==> config.mk <==
export PLATFORM = sky130hd
export DESIGN_NAME = dctr_channel
export DESIGN_NICKNAME = d
export VERILOG_FILES = /design/src/rtl/dctr_pkg.sv /design/src/rtl/dctr_prescale.sv /design/src/rtl/dctr_counter.sv /design/src/rtl/dctr_regs.sv /design/src/rtl/dctr_channel.sv
export SDC_FILE = /design/constraint.sdc
export NUM_CORES = 1
export LEC_CHECK = 0
export BUFFER_PORTS_ARGS = -buffer_cell sky130_fd_sc_hd__buf_2
export CORE_MARGIN = 2
export CORE_UTILIZATION = 55
export DETAILED_ROUTE_END_ITERATION = 10
export GPL_TIMING_DRIVEN = 0
export PLACE_DENSITY = 0.84
export SYNTH_ARGS = -nofsm -noshare
export SYNTH_HDL_FRONTEND = slang
export SYNTH_SLANG_ARGS = --single-unit
==> constraint.sdc <==
create_clock -name clk -period 4.9 [get_ports clk]
set_clock_uncertainty 0.05 [all_clocks]
set_input_delay 0.245 -clock clk [delete_from_list [all_inputs] [get_ports clk]]
set_output_delay 0.245 -clock clk [all_outputs]
set_load 0.03 [all_outputs]
==> src/rtl/dctr_pkg.sv <==
package dctr_pkg;

    localparam int BIT_SINGLE   = 0;
    localparam int BIT_WIDE     = 1;
    localparam int BIT_PSC_LO   = 2;
    localparam int BIT_IRQEN    = 5;
    localparam int BIT_PERIODIC = 6;
    localparam int BIT_RUN      = 7;

    localparam int IDX_LOAD   = 0;
    localparam int IDX_VALUE  = 1;
    localparam int IDX_CTRL   = 2;
    localparam int IDX_ICLR   = 3;
    localparam int IDX_RAW    = 4;
    localparam int IDX_MASKED = 5;
    localparam int IDX_BGLOAD = 6;

    typedef enum logic [1:0] {
        PSC_DIV1   = 2'b00,
        PSC_DIV16  = 2'b01,
        PSC_DIV256 = 2'b10,
        PSC_ALT1   = 2'b11
    } psc_e;

    typedef struct packed {
        logic single;
        logic periodic;
        logic wide;
    } shape_t;

    typedef struct packed {
        logic   run;
        logic   irq_en;
        psc_e   psc;
        shape_t shape;
    } ctrl_t;

    localparam ctrl_t CTRL_AT_RESET = '{
        run: 1'b0, irq_en: 1'b1, psc: PSC_DIV1,
        shape: '{single: 1'b0, periodic: 1'b0, wide: 1'b0}
    };

    function automatic ctrl_t ctrl_from_byte(input logic [7:0] b);
        ctrl_t c;
        c.run            = b[BIT_RUN];
        c.irq_en         = b[BIT_IRQEN];
        c.psc            = psc_e'(b[BIT_PSC_LO +: 2]);
        c.shape.single   = b[BIT_SINGLE];
        c.shape.periodic = b[BIT_PERIODIC];
        c.shape.wide     = b[BIT_WIDE];
        return c;
    endfunction

    function automatic logic [7:0] ctrl_to_byte(input ctrl_t c);
        logic [7:0] b;
        b                    = '0;
        b[BIT_RUN]           = c.run;
        b[BIT_IRQEN]         = c.irq_en;
        b[BIT_PSC_LO +: 2]   = c.psc;
        b[BIT_SINGLE]        = c.shape.single;
        b[BIT_PERIODIC]      = c.shape.periodic;
        b[BIT_WIDE]          = c.shape.wide;
        return b;
    endfunction

    function automatic logic is_free(input shape_t s);
        return !s.single && !s.periodic;
    endfunction

endpackage

==> src/rtl/dctr_prescale.sv <==
module dctr_prescale
    import dctr_pkg::*;
#(
    parameter int DIV_A_LOG = 4,
    parameter int DIV_B_LOG = 8
) (
    input  logic clk,
    input  logic rst,
    input  logic run_i,
    input  logic restart_i,
    input  logic tick_i,
    input  psc_e psc_i,
    output logic pulse_o
);

    localparam logic [DIV_B_LOG-1:0] TERM_A = DIV_B_LOG'((1 << DIV_A_LOG) - 1);
    localparam logic [DIV_B_LOG-1:0] TERM_B = '1;

    logic [DIV_B_LOG-1:0] div_q;
    logic [DIV_B_LOG-1:0] term;
    logic                 at_term;

    always_comb begin
        case (psc_i)
            PSC_DIV16:  term = TERM_A;
            PSC_DIV256: term = TERM_B;
            default:    term = '0;
        endcase
    end

    assign at_term = (div_q == term);
    assign pulse_o = run_i && tick_i && !restart_i && at_term;

    always_ff @(posedge clk) begin
        if (rst || restart_i) begin
            div_q <= '0;
        end else if (run_i && tick_i) begin
            div_q <= at_term ? '0 : div_q + 1'b1;
        end
    end

    AST_DIV_BOUND: assert property (@(posedge clk) disable iff (rst)
        (psc_i == PSC_DIV16) |-> (div_q <= TERM_A));

    AST_DIV_STILL: assert property (@(posedge clk) disable iff (rst)
        (!run_i && !restart_i) |=> $stable(div_q));

endmodule

==> src/rtl/dctr_counter.sv <==
module dctr_counter
    import dctr_pkg::*;
#(
    parameter int CNT_W    = 32,
    parameter int NARROW_W = 16
) (
    input  logic             clk,
    input  logic             rst,
    input  logic             run_i,
    input  shape_t           shape_i,
    input  shape_t           shape_nx_i,
    input  logic [CNT_W-1:0] reload_i,
    input  logic [CNT_W-1:0] reload_nx_i,
    input  logic             step_i,
    input  logic             hold_i,
    input  logic             load_req_i,
    output logic [CNT_W-1:0] count_o,
    output logic             expire_o
);

    localparam logic [CNT_W-1:0] NARROW_MASK =
        {{(CNT_W-NARROW_W){1'b0}}, {NARROW_W{1'b1}}};
    localparam logic [CNT_W-1:0] WIDE_MASK = '1;

    logic [CNT_W-1:0] count_q;
    logic [CNT_W-1:0] count_d;

    function automatic logic [CNT_W-1:0] limit_for(input shape_t s,
                                                   input logic [CNT_W-1:0] r);
        logic [CNT_W-1:0] m;
        m = s.wide ? WIDE_MASK : NARROW_MASK;
        return is_free(s) ? m : (r & m);
    endfunction

    always_comb begin
        count_d  = count_q;
        expire_o = 1'b0;
        if (load_req_i) begin
            count_d = limit_for(shape_nx_i, reload_nx_i);
        end else if (step_i && !hold_i) begin
            if (count_q == '0) begin
                if (!shape_i.single) begin
                    count_d = limit_for(shape_i, reload_i);
                end
            end else begin
                count_d  = count_q - 1'b1;
                expire_o = (count_q == CNT_W'(1));
            end
        end
    end

    always_ff @(posedge clk) begin
        if (rst) begin
            count_q <= '0;
        end else begin
            count_q <= count_d;
        end
    end

    assign count_o = count_q;

    AST_NARROW_FIT: assert property (@(posedge clk) disable iff (rst)
        !shape_i.wide |-> ((count_q & ~NARROW_MASK) == '0));

    AST_ONESHOT_PARK: assert property (@(posedge clk) disable iff (rst)
        (shape_i.single && count_q == '0 && !load_req_i) |=> (count_q == '0));

    AST_IDLE_HOLD: assert property (@(posedge clk) disable iff (rst)
        (!run_i && !load_req_i) |=> $stable(count_q));

endmodule

==> src/rtl/dctr_regs.sv <==
module dctr_regs
    import dctr_pkg::*;
#(
    parameter int ADDR_W = 4,
    parameter int DATA_W = 32,
    parameter int CNT_W  = 32
) (
    input  logic              clk,
    input  logic              rst,
    input  logic              bus_wr_i,
    input  logic [ADDR_W-1:0] bus_addr_i,
    input  logic [DATA_W-1:0] bus_wdata_i,
    input  logic [CNT_W-1:0]  count_i,
    input  logic              expire_i,
    output ctrl_t             ctrl_o,
    output shape_t            shape_nx_o,
    output logic [CNT_W-1:0]  reload_o,
    output logic [CNT_W-1:0]  reload_nx_o,
    output logic              ctrl_wr_o,
    output logic              hold_o,
    output logic              load_req_o,
    output logic              raw_o,
    output logic [DATA_W-1:0] bus_rdata_o
);

    localparam logic [ADDR_W-1:0] A_LOAD   = ADDR_W'(IDX_LOAD);
    localparam logic [ADDR_W-1:0] A_VALUE  = ADDR_W'(IDX_VALUE);
    localparam logic [ADDR_W-1:0] A_CTRL   = ADDR_W'(IDX_CTRL);
    localparam logic [ADDR_W-1:0] A_ICLR   = ADDR_W'(IDX_ICLR);
    localparam logic [ADDR_W-1:0] A_RAW    = ADDR_W'(IDX_RAW);
    localparam logic [ADDR_W-1:0] A_MASKED = ADDR_W'(IDX_MASKED);
    localparam logic [ADDR_W-1:0] A_BGLOAD = ADDR_W'(IDX_BGLOAD);

    ctrl_t            ctrl_q;
    ctrl_t            ctrl_nx;
    logic [CNT_W-1:0] reload_q;
    logic             raw_q;
    logic             wr_load, wr_ctrl, wr_iclr, wr_bg;

    assign wr_load = bus_wr_i && (bus_addr_i == A_LOAD);
    assign wr_ctrl = bus_wr_i && (bus_addr_i == A_CTRL);
    assign wr_iclr = bus_wr_i && (bus_addr_i == A_ICLR);
    assign wr_bg   = bus_wr_i && (bus_addr_i == A_BGLOAD);

    assign ctrl_nx     = wr_ctrl ? ctrl_from_byte(bus_wdata_i[7:0]) : ctrl_q;
    assign reload_nx_o = (wr_load || wr_bg) ? bus_wdata_i[CNT_W-1:0] : reload_q;
    assign shape_nx_o  = ctrl_nx.shape;

    assign ctrl_wr_o  = wr_ctrl;
    assign hold_o     = wr_load || wr_ctrl;
    assign load_req_o = wr_load || (wr_ctrl && (ctrl_nx.shape != ctrl_q.shape));

    always_ff @(posedge clk) begin
        if (rst) begin
            ctrl_q   <= CTRL_AT_RESET;
            reload_q <= '0;
            raw_q    <= 1'b0;
        end else begin
            ctrl_q   <= ctrl_nx;
            reload_q <= reload_nx_o;
            if (expire_i) begin
                raw_q <= 1'b1;
            end else if (wr_iclr) begin
                raw_q <= 1'b0;
            end
        end
    end

    always_comb begin
        case (bus_addr_i)
            A_LOAD, A_BGLOAD: bus_rdata_o = DATA_W'(reload_q);
            A_VALUE:          bus_rdata_o = DATA_W'(count_i);
            A_CTRL:           bus_rdata_o = DATA_W'(ctrl_to_byte(ctrl_q));
            A_RAW:            bus_rdata_o = DATA_W'(raw_q);
            A_MASKED:         bus_rdata_o = DATA_W'(raw_q && ctrl_q.irq_en);
            default:          bus_rdata_o = '0;
        endcase
    end

    assign ctrl_o   = ctrl_q;
    assign reload_o = reload_q;
    assign raw_o    = raw_q;

    AST_EXPIRE_SETS_RAW: assert property (@(posedge clk) disable iff (rst)
        expire_i |=> raw_q);

    AST_RAW_SOURCE: assert property (@(posedge clk) disable iff (rst)
        $rose(raw_q) |-> $past(expire_i));

    AST_CLEAR_WORKS: assert property (@(posedge clk) disable iff (rst)
        (wr_iclr && !expire_i) |=> !raw_q);

endmodule

==> src/rtl/dctr_channel.sv <==
module dctr_channel
    import dctr_pkg::*;
#(
    parameter int ADDR_W    = 4,
    parameter int DATA_W    = 32,
    parameter int CNT_W     = 32,
    parameter int NARROW_W  = 16,
    parameter int DIV_A_LOG = 4,
    parameter int DIV_B_LOG = 8
) (
    input  logic              clk,
    input  logic              rst,
    input  logic              tick_i,
    input  logic              bus_wr_i,
    input  logic [ADDR_W-1:0] bus_addr_i,
    input  logic [DATA_W-1:0] bus_wdata_i,
    output logic [DATA_W-1:0] bus_rdata_o,
    output logic              irq_o
);

    ctrl_t            ctrl;
    shape_t           shape_nx;
    logic [CNT_W-1:0] reload, reload_nx, count;
    logic             ctrl_wr, hold, load_req, raw, expire, pulse;

    dctr_regs #(
        .ADDR_W (ADDR_W),
        .DATA_W (DATA_W),
        .CNT_W  (CNT_W)
    ) u_regs (
        .clk         (clk),
        .rst         (rst),
        .bus_wr_i    (bus_wr_i),
        .bus_addr_i  (bus_addr_i),
        .bus_wdata_i (bus_wdata_i),
        .count_i     (count),
        .expire_i    (expire),
        .ctrl_o      (ctrl),
        .shape_nx_o  (shape_nx),
        .reload_o    (reload),
        .reload_nx_o (reload_nx),
        .ctrl_wr_o   (ctrl_wr),
        .hold_o      (hold),
        .load_req_o  (load_req),
        .raw_o       (raw),
        .bus_rdata_o (bus_rdata_o)
    );

    dctr_prescale #(
        .DIV_A_LOG (DIV_A_LOG),
        .DIV_B_LOG (DIV_B_LOG)
    ) u_presc (
        .clk       (clk),
        .rst       (rst),
        .run_i     (ctrl.run),
        .restart_i (ctrl_wr),
        .tick_i    (tick_i),
        .psc_i     (ctrl.psc),
        .pulse_o   (pulse)
    );

    dctr_counter #(
        .CNT_W    (CNT_W),
        .NARROW_W (NARROW_W)
    ) u_cnt (
        .clk         (clk),
        .rst         (rst),
        .run_i       (ctrl.run),
        .shape_i     (ctrl.shape),
        .shape_nx_i  (shape_nx),
        .reload_i    (reload),
        .reload_nx_i (reload_nx),
        .step_i      (pulse),
        .hold_i      (hold),
        .load_req_i  (load_req),
        .count_o     (count),
        .expire_o    (expire)
    );

    assign irq_o = raw && ctrl.irq_en;

    AST_NO_STEP_ON_LOAD: assert property (@(posedge clk) disable iff (rst)
        (bus_wr_i && bus_addr_i == ADDR_W'(IDX_LOAD)) |-> !expire);

endmodule

# Yosys cells after proc, flatten, opt, wreduce, memory -nomap -nowiden
# Cells that the tools add are included.
# totals
regBits	80
input_bits	40
elab_cells	72
# op_classes
n_addsub	2
eq_ne	12
n_mux	18
n_bitwise	2
reduce_logical	28
# op_table
op	count
32-bit 2-to-1 mux	9
32-bit case mux with 5 select lines	1
32-bit bitwise AND	2
32-bit by 1-bit == test with 1-bit output (second input constant)	1
32-bit logical NOT	1
32-bit by 1-bit subtractor with 32-bit output (second input constant)	1
8-bit case mux with 2 select lines	1
4-bit by 3-bit == test with 1-bit output (second input constant)	3
1-bit logical AND	12
8-bit by 1-bit adder with 8-bit output (second input constant)	1
4-bit by 2-bit == test with 1-bit output (second input constant)	2
8-bit == test	1
8-bit 2-to-1 mux	1
1-bit logical NOT	6
1-bit 2-to-1 mux	5
4-bit by 1-bit == test with 1-bit output (second input constant)	1
4-bit logical NOT	1
1-bit logical OR	4
2-bit nonzero test	2
3-bit 2-to-1 mux	1
3-bit != test	1
3-bit != test (second input constant)	1
2-bit by 1-bit == test with 1-bit output (second input constant)	1
2-bit == test (second input constant)	1
2 further kinds	2

# Depth between registers and ports, before layout
# depth
ltp_word	9
ltp_mapped	10
ltp_nobuf	8

# By module
# A second synthesis with hierarchy kept.
# hier_totals
cells_unflattened	682
hier_area_um2	5898.2
# modules_own_cells
module	instances	cells_each	area_per_inst_um2
dctr_counter	1	359	2738.9
dctr_regs	1	271	2707.6
dctr_prescale	1	51	445.4
dctr_channel	1	1	6.3

# Least setup slack after synthesis
# No wires, ideal clock.
# synth_path
kind	reg-to-reg
from	reg u_regs.ctrl_q, in the netlist u_regs.ctrl_o[3]
to	reg u_cnt.count_q[24], in the netlist u_cnt.count_o[24]
setup_time_ps	122
arrival_ps	2346
t_required_ps	4728
setup_slack_ps	2382
path_stages_with_launch	10
synth_period_minus_slack_ps	2518
path_cell_list	dfxtp_1 > inv_1 > ha_1 > or4b_1 > o32ai_1 > o211ai_1 > o21a_1 > buf_6 > o21bai_1 > a221o_1
# synth_via
elab_chain_len	7
elab_cells_between_ends	8
classes_between	eq/ne: 3; mux: 1; reduce/logical: 4
# synth_lines
element	line	rtl
start, declared	dctr_regs.sv:34	ctrl_t ctrl_q;
start signal, assigned	dctr_regs.sv:59	ctrl_q <= ctrl_nx;
2-bit == test or 2-bit by 1-bit == test with 1-bit output (tied branches)	dctr_prescale.sv:24	case (psc_i)
8-bit case mux with 2 select lines (*)	dctr_prescale.sv:24	
8-bit == test (*)	dctr_prescale.sv:31	assign at_term = (div_q == term);
1-bit logical AND (*)	dctr_prescale.sv:32	assign pulse_o = run_i && tick_i && !restart_i && at_term;
1-bit logical AND (*)	dctr_counter.sv:40	end else if (step_i && !hold_i) begin
2-bit nonzero test (no source line) (*)	-	
2-bit AND reduction (no source line) (*)	-	
end signal, assigned	dctr_counter.sv:56	count_q <= count_d;
end, declared	dctr_counter.sv:25	logic [CNT_W-1:0] count_q;
# Mark *: on every way between the ends. The rest lies on a longest branch, timed or not.
# A chain may end at the register's enable or synchronous reset.

# Worst setup path in the final report
# layout_path
from	reg u_regs.ctrl_q, in the netlist u_regs.ctrl_o[3]
to	reg u_cnt.count_q[19], in the netlist u_cnt.count_o[19]
# Same word-level chain as after synthesis.

==> results.ini <==
[worst_setup_path]
critPathTopFamily=compound AO/OA/AOI/OAI gates
crit_path_end_kind=register
cp_common_cell=o211ai_1
start_kind=register
crit_chain=inv_1 > ha_1 > or4b_1 > o32ai_1 > o211ai_1 > a211oi_1 > o211ai_1 > nand2_2
slowest_delay_ns=1.05
crit_slowest_cell=a211oi_1
critical_path.max_fanout=8
crit_buf_inv=1
required_ns=5.16
critPathKind=reg2reg
crit_arrival_ns=3.68

[finish]
final_nets=747
layout-drive-gt1-share=0.1794
multi_input_area_um2=3177
seq_area_um2=1602
nFillCells=778
diodes=0
area_growth_pct=14.71

[clocking]
clock_tree.htree_level_count=3
cts_tree=built
clock_sinks=80
clk_latency_ns=0.37
cts_root_buf=clkbuf_8
cts.reportedPaths.clkPinSlew_ns=0.09
cts_made_buffers=9
clockBufferDepth=2
cts_setup_buffers=0
cts_hold_buf=0
ctsResizeCount=0

[placement]
io_buffers=71
place.gp.congestion=0.9983
place.detailed.hpwl_um=12780

[logic_synthesis]
ys_types=81
muxShareOfSynthArea=0.08111
synth-main-ff-cell=dfxtp_1
synth-simple-area-share=0.2451
synthArstFlopShare=0
yosys_warnings=0
synth_area_um2=5060
synth-compound-area-share=0.2537
synth_fp_nets=665
yosysMostFrequentCell=dfxtp_1
ys_seq_area_frac=0.3165
synth_commonest_cells=dfxtp_1, nor2_1, nand2_1
synth_edf_count=0
synth_area_leaders=dfxtp_1, mux2i_1, nor2_1
ys_seq_elements=80
synth_top_area_share=0.3165
synth_top_area_cell=dfxtp_1
synth_fa_ha_area_frac=0.009891
syn_avg_cell_area_um2=8.148
synth-xor-area-share=0.03808
syn_inst=621
synth_top_family_by_area=compound AO/OA/AOI/OAI gates

[timing]
finalCriticalPeriod_ns=3.423
drv_slew=0
rsz0062_at_grt=no
slew_headroom=0.09167
hold_violations=0
final-setup-viol-count=0
max_slew.worst_pin.slew_ns=1.348
max_freq_ghz=0.2921
final.setup.tns_ns=0
post-route-period-util=0.6986

[floorplan]
start_util=0.5746
core_um2=8806
boundaryPins=73
die_w_um=99.92
die_y_um=99.92
rows=34
die_area_um2=9983

[routing]
wirelength_um=18140
wl_per_cell_um=22.23
via_per_inst=6.811
vias=5558
dr.pass1.iters=8
drt_iter0_drc=793
antenna_left=0
post-route-drc-count=0

[status]
status=finished, final reports clean

[global_routing]
grt_max_degree=15
grt_pass1_vias=5154
grt_pass1_wl_um=28020
antenna_found_initial=0
grt_overflow=0
grt.total_usage=0.3661

[power_and_ir_drop]
p_leak_nw=2.703
sw_frac_of_total=0.3278
p_switching_w=0.0005677
design_power_total_w=0.001732
irDropWorstVdd_v=0.0001646
clkPwrFrac=0.364
p_per_area_nw_per_um2=298.4
power.internal_w=0.001164
power_frac_seq=0.396
pwr-share-comb=0.240

[run]
maxCapViolCount=0

[worst_hold_path]
min_path_type=in2reg

power by group through the flow:
stage / sequential [W] / combinational (W) / clock [W]
floorplan: 0.000694 / 0.000280 / 0
global placement: 0.000699 / 0.000396 / 0
detailed placement: 0.000700 / 0.000398 / 0
CTS: 0.000685 / 0.000400 / 0.000630
global route: 0.000688 / 0.000442 / 0.000656
finish: 0.000686 / 0.000416 / 0.000630
flip-flops by register name (all words and copies together), names as in the netlist:
| name | cells |
|---|---|
| u_presc.div_q | 8 |
| u_regs.raw_o | 1 |
| u_cnt.count_o | 32 |
| u_regs.reload_o | 32 |
| u_regs.ctrl_o | 7 |
per-layer routing:
metal / vias up / share of wire / global-route usage
li1: 2499 / - / -
met1: 2576 / 0.40 / 0.4904
met2: 404 / 0.43 / 0.5603
met3: 79 / 0.12 / 0.09331
met4: 0 / 0.045 / 0.1591
met5: - / 0 / 0
area by class of cell:
type | count | area share
multi-input cells | 479 | 0.5473
repair buffers | 71 | 0.06122
plain buffers | 45 | 0.03751
clock inverters | 6 | 0.02005
clock buffers | 10 | 0.02371
inverters | 17 | 0.01099
well taps | 108 | 0.02328
flip-flops and latches | 80 | 0.2759
tightest hold or removal path: cells and delay by family:
family,cells,cell delay (ns)
simple gates,1,0.08
mux,1,0.07
buf+inv,1,0.08
cells in the final DEF (no fill, tap or decap), types with 5 or more instances in the layout:
cell type and count:
a21oi_1 34, nor4_1 9, nand2_1 51, nand3_1 19, dfxtp_1 80, nor3_1 22, a31oi_1 9, a222oi_1 6
or3_1 10, mux2i_1 41, a211oi_1 9, a21o_1 5, or4_1 5, buf_2 82, o21a_1 5, o211ai_1 5
a22o_1 25, nor2_1 67, o21ai_1 5, xnor2_1 9, a22oi_1 7, nor4_2 5, o21ai_0 29, xor2_1 13
clkbuf_8 10, nor2b_1 6, inv_1 16, clkbuf_1 29, nand4_1 8
stage by stage:
| stage | worst slack [ns] | area, um2 | hold WS [ns] | utilization | cells |
|---|---|---|---|---|---|
| final | 1.477 | 5804 | 0.07949 | 0.6591 | 816 |
| after global routing | 1.479 | 5804 | 0.09473 | 0.6591 | 816 |
| after CTS | 1.642 | 5804 | 0.08493 | 0.6591 | 816 |
| after detailed placement | 1.682 | 5550 | 0.4354 | 0.6303 | 800 |
| after global placement | 1.659 | 5550 | 0.4261 | 0.6303 | 800 |
| after floorplan | 2.382 | 5060 | 0.3389 | - | 621 |
cell families after synthesis:
family                   after synthesis
AND/OR/NAND/NOR                      232
AO/OA/AOI/OAI                        180
flip-flops                            80
buffers and inverters                 62
multiplexers                          41
XOR/XNOR                              22
adder cells (fa/ha/maj)                4
final timing paths:
kind	start	end	slack, ns	cells past startpoint
worst max-delay path	u_regs.ctrl_o[3]	u_cnt.count_o[19]	1.48	8
worst max register to register	u_regs.ctrl_o[3]	u_cnt.count_o[19]	1.48	8
worst min register to register	u_presc.div_q[1]	u_presc.div_q[1]	0.46	2
worst min-delay path	bus_wdata_i[27]	u_regs.reload_o[27]	0.08	3
(Power assumes the default switching activity.)
